`src/rtl/otp_pkg.sv`:
```
package otp_pkg;

  typedef enum logic [1:0] {
    REGION_USER = 2'd0,
    REGION_TROW = 2'd1,
    REGION_TCOL = 2'd2
  } otp_region_e;

endpackage

```
`src/rtl/otp_col_decode.sv`:
```
module otp_col_decode #(
  parameter int unsigned COL_W = 5
) (
  input  logic [COL_W-1:0]       col_addr_i,
  output logic [(1<<COL_W)-1:0]  col_sel_o
);

  localparam int unsigned NCOL = 1 << COL_W;

  for (genvar c = 0; c < NCOL; c++) begin : g_col
    assign col_sel_o[c] = (col_addr_i == COL_W'(c));
  end

endmodule

```
`src/rtl/otp_fuse_store.sv`:
```
module otp_fuse_store
  import otp_pkg::*;
#(
  parameter int unsigned COL_W  = 5,
  parameter int unsigned SEL_W  = 3,
  parameter int unsigned DATA_W = 4
) (
  input  logic                          clk,
  input  logic                          rst_n,
  input  logic [(1<<COL_W)-1:0]         col_sel_i,
  input  logic [SEL_W-1:0]              bit_sel_i,
  input  otp_region_e                   region_i,
  input  logic                          burn_go_i,
  input  logic [DATA_W-1:0]             burn_mask_i,
  output logic [DATA_W*(1<<SEL_W)-1:0]  col_word_o,
  output logic                          trow_bit_o
);

  localparam int unsigned NCOL     = 1 << COL_W;
  localparam int unsigned GRP      = 1 << SEL_W;
  localparam int unsigned COL_BITS = DATA_W * GRP;
  localparam logic [NCOL-1:0]     TROW_PRESET = {(NCOL/2){2'b01}};
  localparam logic [COL_BITS-1:0] TCOL_PRESET = {(COL_BITS/2){2'b01}};

  logic [COL_BITS-1:0] user_q [NCOL];
  logic [COL_BITS-1:0] user_d [NCOL];
  logic [NCOL-1:0]     trow_q, trow_d;
  logic [COL_BITS-1:0] tcol_q, tcol_d;
  logic [COL_BITS-1:0] clr_mask;

  // Per-cell clear mask: strobe g targets cell g*GRP + bit_sel
  for (genvar g = 0; g < DATA_W; g++) begin : g_grp
    for (genvar s = 0; s < GRP; s++) begin : g_cell
      assign clr_mask[g*GRP+s] = burn_mask_i[g] & (bit_sel_i == SEL_W'(s));
    end
  end

  // Next state: fuses may only go from 1 to 0
  always_comb begin
    for (int c = 0; c < NCOL; c++) begin
      user_d[c] = user_q[c];
    end
    trow_d = trow_q;
    tcol_d = tcol_q;
    if (burn_go_i) begin
      unique case (region_i)
        REGION_TROW: trow_d = trow_q & ~col_sel_i;
        REGION_TCOL: tcol_d = tcol_q & ~clr_mask;
        default: begin
          for (int c = 0; c < NCOL; c++) begin
            if (col_sel_i[c]) user_d[c] = user_q[c] & ~clr_mask;
          end
        end
      endcase
    end
  end

  // Register process with explicit enable
  always_ff @(posedge clk or negedge rst_n) begin
    if (!rst_n) begin
      for (int c = 0; c < NCOL; c++) begin
        user_q[c] <= '1;
      end
      trow_q <= TROW_PRESET;
      tcol_q <= TCOL_PRESET;
    end else if (burn_go_i) begin
      for (int c = 0; c < NCOL; c++) begin
        user_q[c] <= user_d[c];
      end
      trow_q <= trow_d;
      tcol_q <= tcol_d;
    end
  end

  // Read path: AND-OR column select, then test-column override
  always_comb begin
    logic [COL_BITS-1:0] acc;
    acc = '0;
    for (int c = 0; c < NCOL; c++) begin
      acc = acc | (user_q[c] & {COL_BITS{col_sel_i[c]}});
    end
    col_word_o = (region_i == REGION_TCOL) ? tcol_q : acc;
  end

  assign trow_bit_o = |(trow_q & col_sel_i);

  for (genvar c = 0; c < NCOL; c++) begin : g_chk
    // a cleared user cell never returns to 1
    a_r2_never_set: assert property (@(posedge clk) disable iff (!rst_n)
      (user_q[c] & ~$past(user_q[c])) == '0);
    // at most one cell of a column changes per edge
    a_r4_single_cell: assert property (@(posedge clk) disable iff (!rst_n)
      $countones(user_q[c] ^ $past(user_q[c])) <= 1);
    // contents hold when no valid burn was requested
    a_r5_hold_idle: assert property (@(posedge clk) disable iff (!rst_n)
      !burn_go_i |=> $stable(user_q[c]));
  end

  a_r5_test_hold: assert property (@(posedge clk) disable iff (!rst_n)
    !burn_go_i |=> ($stable(trow_q) && $stable(tcol_q)));

endmodule

```
`src/rtl/otp_bit_mux.sv`:
```
module otp_bit_mux
  import otp_pkg::*;
#(
  parameter int unsigned SEL_W  = 3,
  parameter int unsigned DATA_W = 4
) (
  input  logic [DATA_W*(1<<SEL_W)-1:0] col_word_i,
  input  logic [SEL_W-1:0]             bit_sel_i,
  input  logic                         trow_bit_i,
  input  otp_region_e                  region_i,
  output logic [DATA_W-1:0]            bits_o
);

  localparam int unsigned GRP = 1 << SEL_W;

  for (genvar g = 0; g < DATA_W; g++) begin : g_mux
    logic [GRP-1:0] slice;
    assign slice     = col_word_i[g*GRP +: GRP];
    assign bits_o[g] = (region_i == REGION_TROW) ? trow_bit_i : slice[bit_sel_i];
  end

endmodule

```
`src/rtl/otp_pad_ctrl.sv`:
```
module otp_pad_ctrl #(
  parameter int unsigned DATA_W     = 4,
  parameter bit          OPEN_DRAIN = 1'b0
) (
  input  logic              clk,
  input  logic              rst_n,
  input  logic [DATA_W-1:0] bits_i,
  input  logic              out_en_i,
  input  logic              prog_en_i,
  output logic [DATA_W-1:0] data_o,
  output logic [DATA_W-1:0] data_oe_o
);

  logic drive_ok;
  assign drive_ok = out_en_i & ~prog_en_i;

  if (OPEN_DRAIN) begin : g_od
    assign data_o    = '0;
    assign data_oe_o = {DATA_W{drive_ok}} & ~bits_i;
  end else begin : g_ts
    assign data_o    = bits_i;
    assign data_oe_o = {DATA_W{drive_ok}};
  end

  // program mode always releases the pins
  a_r5_release_prog: assert property (@(posedge clk) disable iff (!rst_n)
    prog_en_i |-> (data_oe_o == '0));

endmodule

```
`src/rtl/otp_fuse_array.sv`:
```
module otp_fuse_array
  import otp_pkg::*;
#(
  parameter bit OPEN_DRAIN = 1'b0
) (
  input  logic       clk,
  input  logic       rst_n,
  input  logic [7:0] addr_i,
  input  logic       out_en_i,
  input  logic       prog_en_i,
  input  logic [3:0] burn_i,
  input  logic       trow_en_i,
  input  logic       tcol_en_i,
  output logic [3:0] data_o,
  output logic [3:0] data_oe_o
);

  localparam int unsigned SEL_W    = 3;
  localparam int unsigned DATA_W   = 4;
  localparam int unsigned COL_W    = 8 - SEL_W;
  localparam int unsigned NCOL     = 1 << COL_W;
  localparam int unsigned COL_BITS = DATA_W * (1 << SEL_W);

  logic [NCOL-1:0]     col_sel;
  logic [COL_BITS-1:0] col_word;
  logic                trow_bit;
  logic [DATA_W-1:0]   bits;
  logic                burn_single;
  logic                burn_go;
  otp_region_e         region;

  assign region = trow_en_i ? REGION_TROW :
                  tcol_en_i ? REGION_TCOL : REGION_USER;

  // Exactly one strobe bit set
  assign burn_single = (burn_i != '0) && ((burn_i & (burn_i - 4'd1)) == '0);
  assign burn_go     = prog_en_i & burn_single;

  otp_col_decode #(.COL_W(COL_W)) i_col_decode (
    .col_addr_i (addr_i[7:SEL_W]),
    .col_sel_o  (col_sel)
  );

  otp_fuse_store #(.COL_W(COL_W), .SEL_W(SEL_W), .DATA_W(DATA_W)) i_store (
    .clk         (clk),
    .rst_n       (rst_n),
    .col_sel_i   (col_sel),
    .bit_sel_i   (addr_i[SEL_W-1:0]),
    .region_i    (region),
    .burn_go_i   (burn_go),
    .burn_mask_i (burn_i),
    .col_word_o  (col_word),
    .trow_bit_o  (trow_bit)
  );

  otp_bit_mux #(.SEL_W(SEL_W), .DATA_W(DATA_W)) i_bit_mux (
    .col_word_i (col_word),
    .bit_sel_i  (addr_i[SEL_W-1:0]),
    .trow_bit_i (trow_bit),
    .region_i   (region),
    .bits_o     (bits)
  );

  otp_pad_ctrl #(.DATA_W(DATA_W), .OPEN_DRAIN(OPEN_DRAIN)) i_pad (
    .clk       (clk),
    .rst_n     (rst_n),
    .bits_i    (bits),
    .out_en_i  (out_en_i),
    .prog_en_i (prog_en_i),
    .data_o    (data_o),
    .data_oe_o (data_oe_o)
  );

  // a multi-bit strobe never counts as a burn
  a_r4_multi_ignored: assert property (@(posedge clk) disable iff (!rst_n)
    ($countones(burn_i) > 1) |-> !burn_go);

endmodule

```
`config.mk`:
```
export PLATFORM = sky130hd
export DESIGN_NAME = otp_fuse_array
export DESIGN_NICKNAME = d
export VERILOG_FILES = /design/src/rtl/otp_pkg.sv /design/src/rtl/otp_col_decode.sv /design/src/rtl/otp_fuse_store.sv /design/src/rtl/otp_bit_mux.sv /design/src/rtl/otp_pad_ctrl.sv /design/src/rtl/otp_fuse_array.sv
export SDC_FILE = /design/constraint.sdc
export NUM_CORES = 1
export LEC_CHECK = 0
export ABC_CLOCK_PERIOD_IN_PS = 3900
export CAP_MARGIN = 20
export CORE_ASPECT_RATIO = 1.2
export CORE_MARGIN = 2
export CORE_UTILIZATION = 40
export DETAILED_ROUTE_END_ITERATION = 10
export PLACE_DENSITY = 0.56
export SYNTH_ARGS = -nofsm -noshare
export SYNTH_HDL_FRONTEND = slang
export SYNTH_SLANG_ARGS = --single-unit
```
`constraint.sdc`:
```
create_clock -name clk -period 3.9 [get_ports clk]
set_input_delay 0.975 -clock clk [delete_from_list [all_inputs] [get_ports clk]]
set_output_delay 0.975 -clock clk [all_outputs]
set_load 0.05 [all_outputs]
```
==> out/qor.yml <==
status:
  outcome: "finished with violations"
  violations: "negative setup slack"
power_and_ir_drop:
  power.density_nw_per_um2: 409.0
  ir_worst_vdd_mv: 0.2974
  p_int_uw: 18110
  clkPwrFrac_pct: 46.4
  power.switching_uw: 5590
  p_leak_uw: 0.02219
  pwr-share-comb_pct: 5.8
  p_seq_share_pct: 47.9
  switching_share_pct: 23.59
logic_synthesis:
  synth_edf_count: 0
  synthSimpleGateAreaFrac_pct: 5.579
  synth.mux.area_fraction_pct: 1.166
  postSynthAreaPerCell_um2: 12.66
  synth_compound_area_share_pct: 27.34
  synth_top_family_by_area: "compound AO/OA/AOI/OAI gates"
  synth_area_um2: 45590
  synth_warnings: 0
  synth-xor-area-share_pct: 0.01921
  async_flop_share_pct: 100.0
  synthCells: 3600
  synth-adder-area-share_pct: 0
  synth-seq-area-share_pct: 62.62
  ys.flop_type: "dfstp_2"
  synth-seq-cells: 1088
  syn_nets: 3618
  synth_cell_types: 72
route:
  viasPerCell: 6.321
  route.detailed.drc: 0
  wire_per_inst_um: 34.25
  ant_nets: 0
  via_count: 35540
  dr.pass1.iters: 5
  wl_mm: 192.6
  first_iter_violations: 4067
setup_path:
  critPathArrivalTime_ns: 3.63
  end_kind: "output pin"
  worst-setup-path-type: "input pin to output pin"
  reg2reg_depth: 1
  critical_path.max_fanout: 8
  crit_required_ns: 2.92
  start_kind: "input pin"
timing:
  relSlewSlack_pct: 34.76
  setup_slack_ns: -0.7054
  fin_skew_ns: 0
  hold_viol_final: 0
  tns_ns: -2.685
  slew_violations: 0
  worst_slew_pin_slew_ns: 0.9786
  period_share_pct: 118.1
  fmax_ghz: 0.2171
  period_needed_ns: 4.605
  setup-violations-final: 4
  rsz0062_at_grt: "yes"
clocking:
  cts_buffers: 108
  cts_buffer_depth: 3
  htreeDepth: 3
  clk_pin_slew_worst_paths_ns: 0.06
  clk_latency_ns: 0.72
  cts_root_buffer: "clkbuf_16"
  cts_sinks: 1088
  cts_tree: "yes"
finish:
  num_antenna_cells: 0
  num-nets-final: 4045
  flow.area_growth_from_synthesis_pct: 27.09
  final_area_um2: 57940
  drive_gt1_share_pct: 51.63
global_route:
  grt_use_total_pct: 32.61
  grt_pass1_vias: 35410
  grt_overflow: 0
  grt_pass1_wl_mm: 272.7
  antenna_found_initial: 4
  grt_max_degree: 161
floorplan:
  core_area_um2: 113000
  placementRows: 135
  start_util_pct: 40.34
  die_h_um: 373.8
  die-area_um2: 116700
  dieWidth_um: 312.2
  boundaryPins: 26
placement:
  gp_congestion: 0.9410
  placed_area_um2: 52250
  hpwl_mm: 125.7
  io_buffers: 25
run:
  cap_violations: 0
min_path:
  hold_class: "input pin to asynchronous set/reset pin"
-- repair_timing --
action	in CTS	in global routing
resized for setup	172	100
buffers inserted	38	20
pin swaps	58	68
setup endpoints to repair	4	4
gates cloned	1	2
hold buffers	0	0
-- cell type report --
type	count	area, um^2
fill	9742	55060
clock buffer	162	3207
timing repair buffer	660	6741
inverter	5	18.77
tap	1507	1886
sequential	1088	28550
multi-input combinational	2164	17060
clock inverter	37	481.7
-- critical path: stages --
cell	delay, ns
buf_12	0.12
buf_12	0.13
nand3b_1	0.16
buf_6	0.17
nor2_4	0.06
buf_12	0.14
buf_12	0.15
buf_4	0.15
a22o_1	0.17
a21oi_1	0.15
nand4_1	0.22
buf_4	0.22
o221ai_4	0.17
a41oi_2	0.18
a21o_4	0.30
buf_8	0.16
-- cell families (layout without fill, tap and decap cells) --
| group | Yosys count | after routing |
|---|---|---|
| XOR/XNOR | 1 | 1 |
| buffers and inverters | 348 | 864 |
| multiplexers | 49 | 49 |
| flip-flops | 1088 | 1088 |
| AO/OA/AOI/OAI | 1645 | 1645 |
| AND/OR/NAND/NOR | 469 | 469 |
-- synthesized netlist by cell type, types with 8 or more instances --
cell	n	share of area, %
o31a_1	32	0.61
nor2_1	37	0.30
o21a_1	1061	17
nand2_1	117	0.96
nand4_1	59	0.81
a22o_1	45	0.86
nor2_2	15	0.21
mux2i_1	34	0.75
a2111oi_0	19	0.37
dfstp_2	1056	61
dfrtp_1	32	1.8
and3_1	60	0.82
a32oi_1	15	0.29
buf_2	58	0.64
a31oi_1	10	0.14
clkbuf_1	182	1.5
nor4_1	22	0.30
nor2b_1	19	0.26
o21ai_0	29	0.32
a222oi_1	8	0.18
buf_4	21	0.35
a22oi_1	310	5.1
mux2_2	13	0.32
a221oi_1	34	0.65
nand2b_1	8	0.11
nand3_1	59	0.65
nor3_1	29	0.32
buf_1	77	0.63
a21oi_1	33	0.36
-- cells in the final DEF, fill, tap and decap left out, drive strengths merged, types with 5 or more instances in the layout --
master | netlist | layout
a2111oi | 22 | 22
a21oi | 33 | 33
a221oi | 34 | 34
a222oi | 8 | 8
a22o | 45 | 45
a22oi | 310 | 310
a31oi | 10 | 10
a32oi | 15 | 15
and3 | 60 | 60
and4 | 6 | 6
buf | 161 | 648
bufinv | 0 | 10
clkbuf | 182 | 164
clkdlybuf4s50 | 0 | 8
clkinv | 1 | 20
clkinvlp | 0 | 5
dfrtp | 32 | 32
dfstp | 1056 | 1056
inv | 4 | 7
mux2 | 13 | 13
mux2i | 34 | 34
nand2 | 118 | 118
nand2b | 9 | 9
nand3 | 59 | 59
nand3b | 5 | 5
nand4 | 59 | 59
nor2 | 55 | 55
nor2b | 19 | 19
nor3 | 29 | 29
nor3b | 5 | 5
nor4 | 24 | 24
o21a | 1061 | 1061
o21ai | 29 | 29
o221ai | 5 | 5
o22ai | 5 | 5
o31a | 32 | 32
-- per-layer routing --
layer / vias up / share of wire [%] / track usage [%]
li1: 14300 / - / -
met1: 18980 / 41 / 43.27
met2: 1748 / 46 / 50.37
met3: 514 / 8.1 / 6.380
met4: 4 / 5.8 / 17.55
met5: - / 0.011 / 0
-- sequential cells by signal, indices dropped and copies added, names as in the netlist --
| register | cells |
|---|---|
| i_store.user_q | 1024 |
| i_store.tcol_q | 32 |
| i_store.trow_q | 32 |
-- worst paths after layout --
path	start	end	slack, ns
min in group clk	i_store.user_q[1001]$_DFFE_PN1P_	i_store.user_q[1001]$_DFFE_PN1P_	0.45
worst max register to register	i_store.trow_q[18]$_DFFE_PN1P_	i_store.trow_q[18]$_DFFE_PN1P_	3.10
worst min register to register	i_store.user_q[1001]$_DFFE_PN1P_	i_store.user_q[1001]$_DFFE_PN1P_	0.45
worst max-delay path	addr_i[3]	data_o[2]	-0.71
max in group asynchronous	rst_n	i_store.user_q[458]$_DFFE_PN1P_	2.56
worst min-delay path	rst_n	i_store.user_q[324]$_DFFE_PN1P_	0.43
-- per-stage QoR --
| stage | power, uW | instances | hold slack, ns | worst slack (ns) | util (%) |
|---|---|---|---|---|---|
| CTS | 23710 | 5602 | 0.4112 | -0.6595 | 50.56 |
| finish | 23700 | 5623 | 0.4255 | -0.7054 | 51.27 |
| global route | 24250 | 5623 | 0.4610 | -0.7250 | 51.27 |
| detailed placement | 12720 | 5367 | 0.4460 | -1.380 | 46.24 |
| floorplan | 11870 | 3600 | 0.4374 | -0.1703 | - |
| global placement | 12730 | 5367 | 0.4422 | -1.438 | 46.24 |
-- power by group through the flow --
stage	clock network, uW	registers [uW]	logic, uW
2_1_floorplan	0	11500	365
3_3_place_gp	0	11500	1220
3_5_place_dp	0	11500	1220
4_1_cts	11100	11300	1300
5_1_grt	11500	11300	1410
6_report	11000	11300	1360
Note: power is estimated with default switching activity, not from simulation.
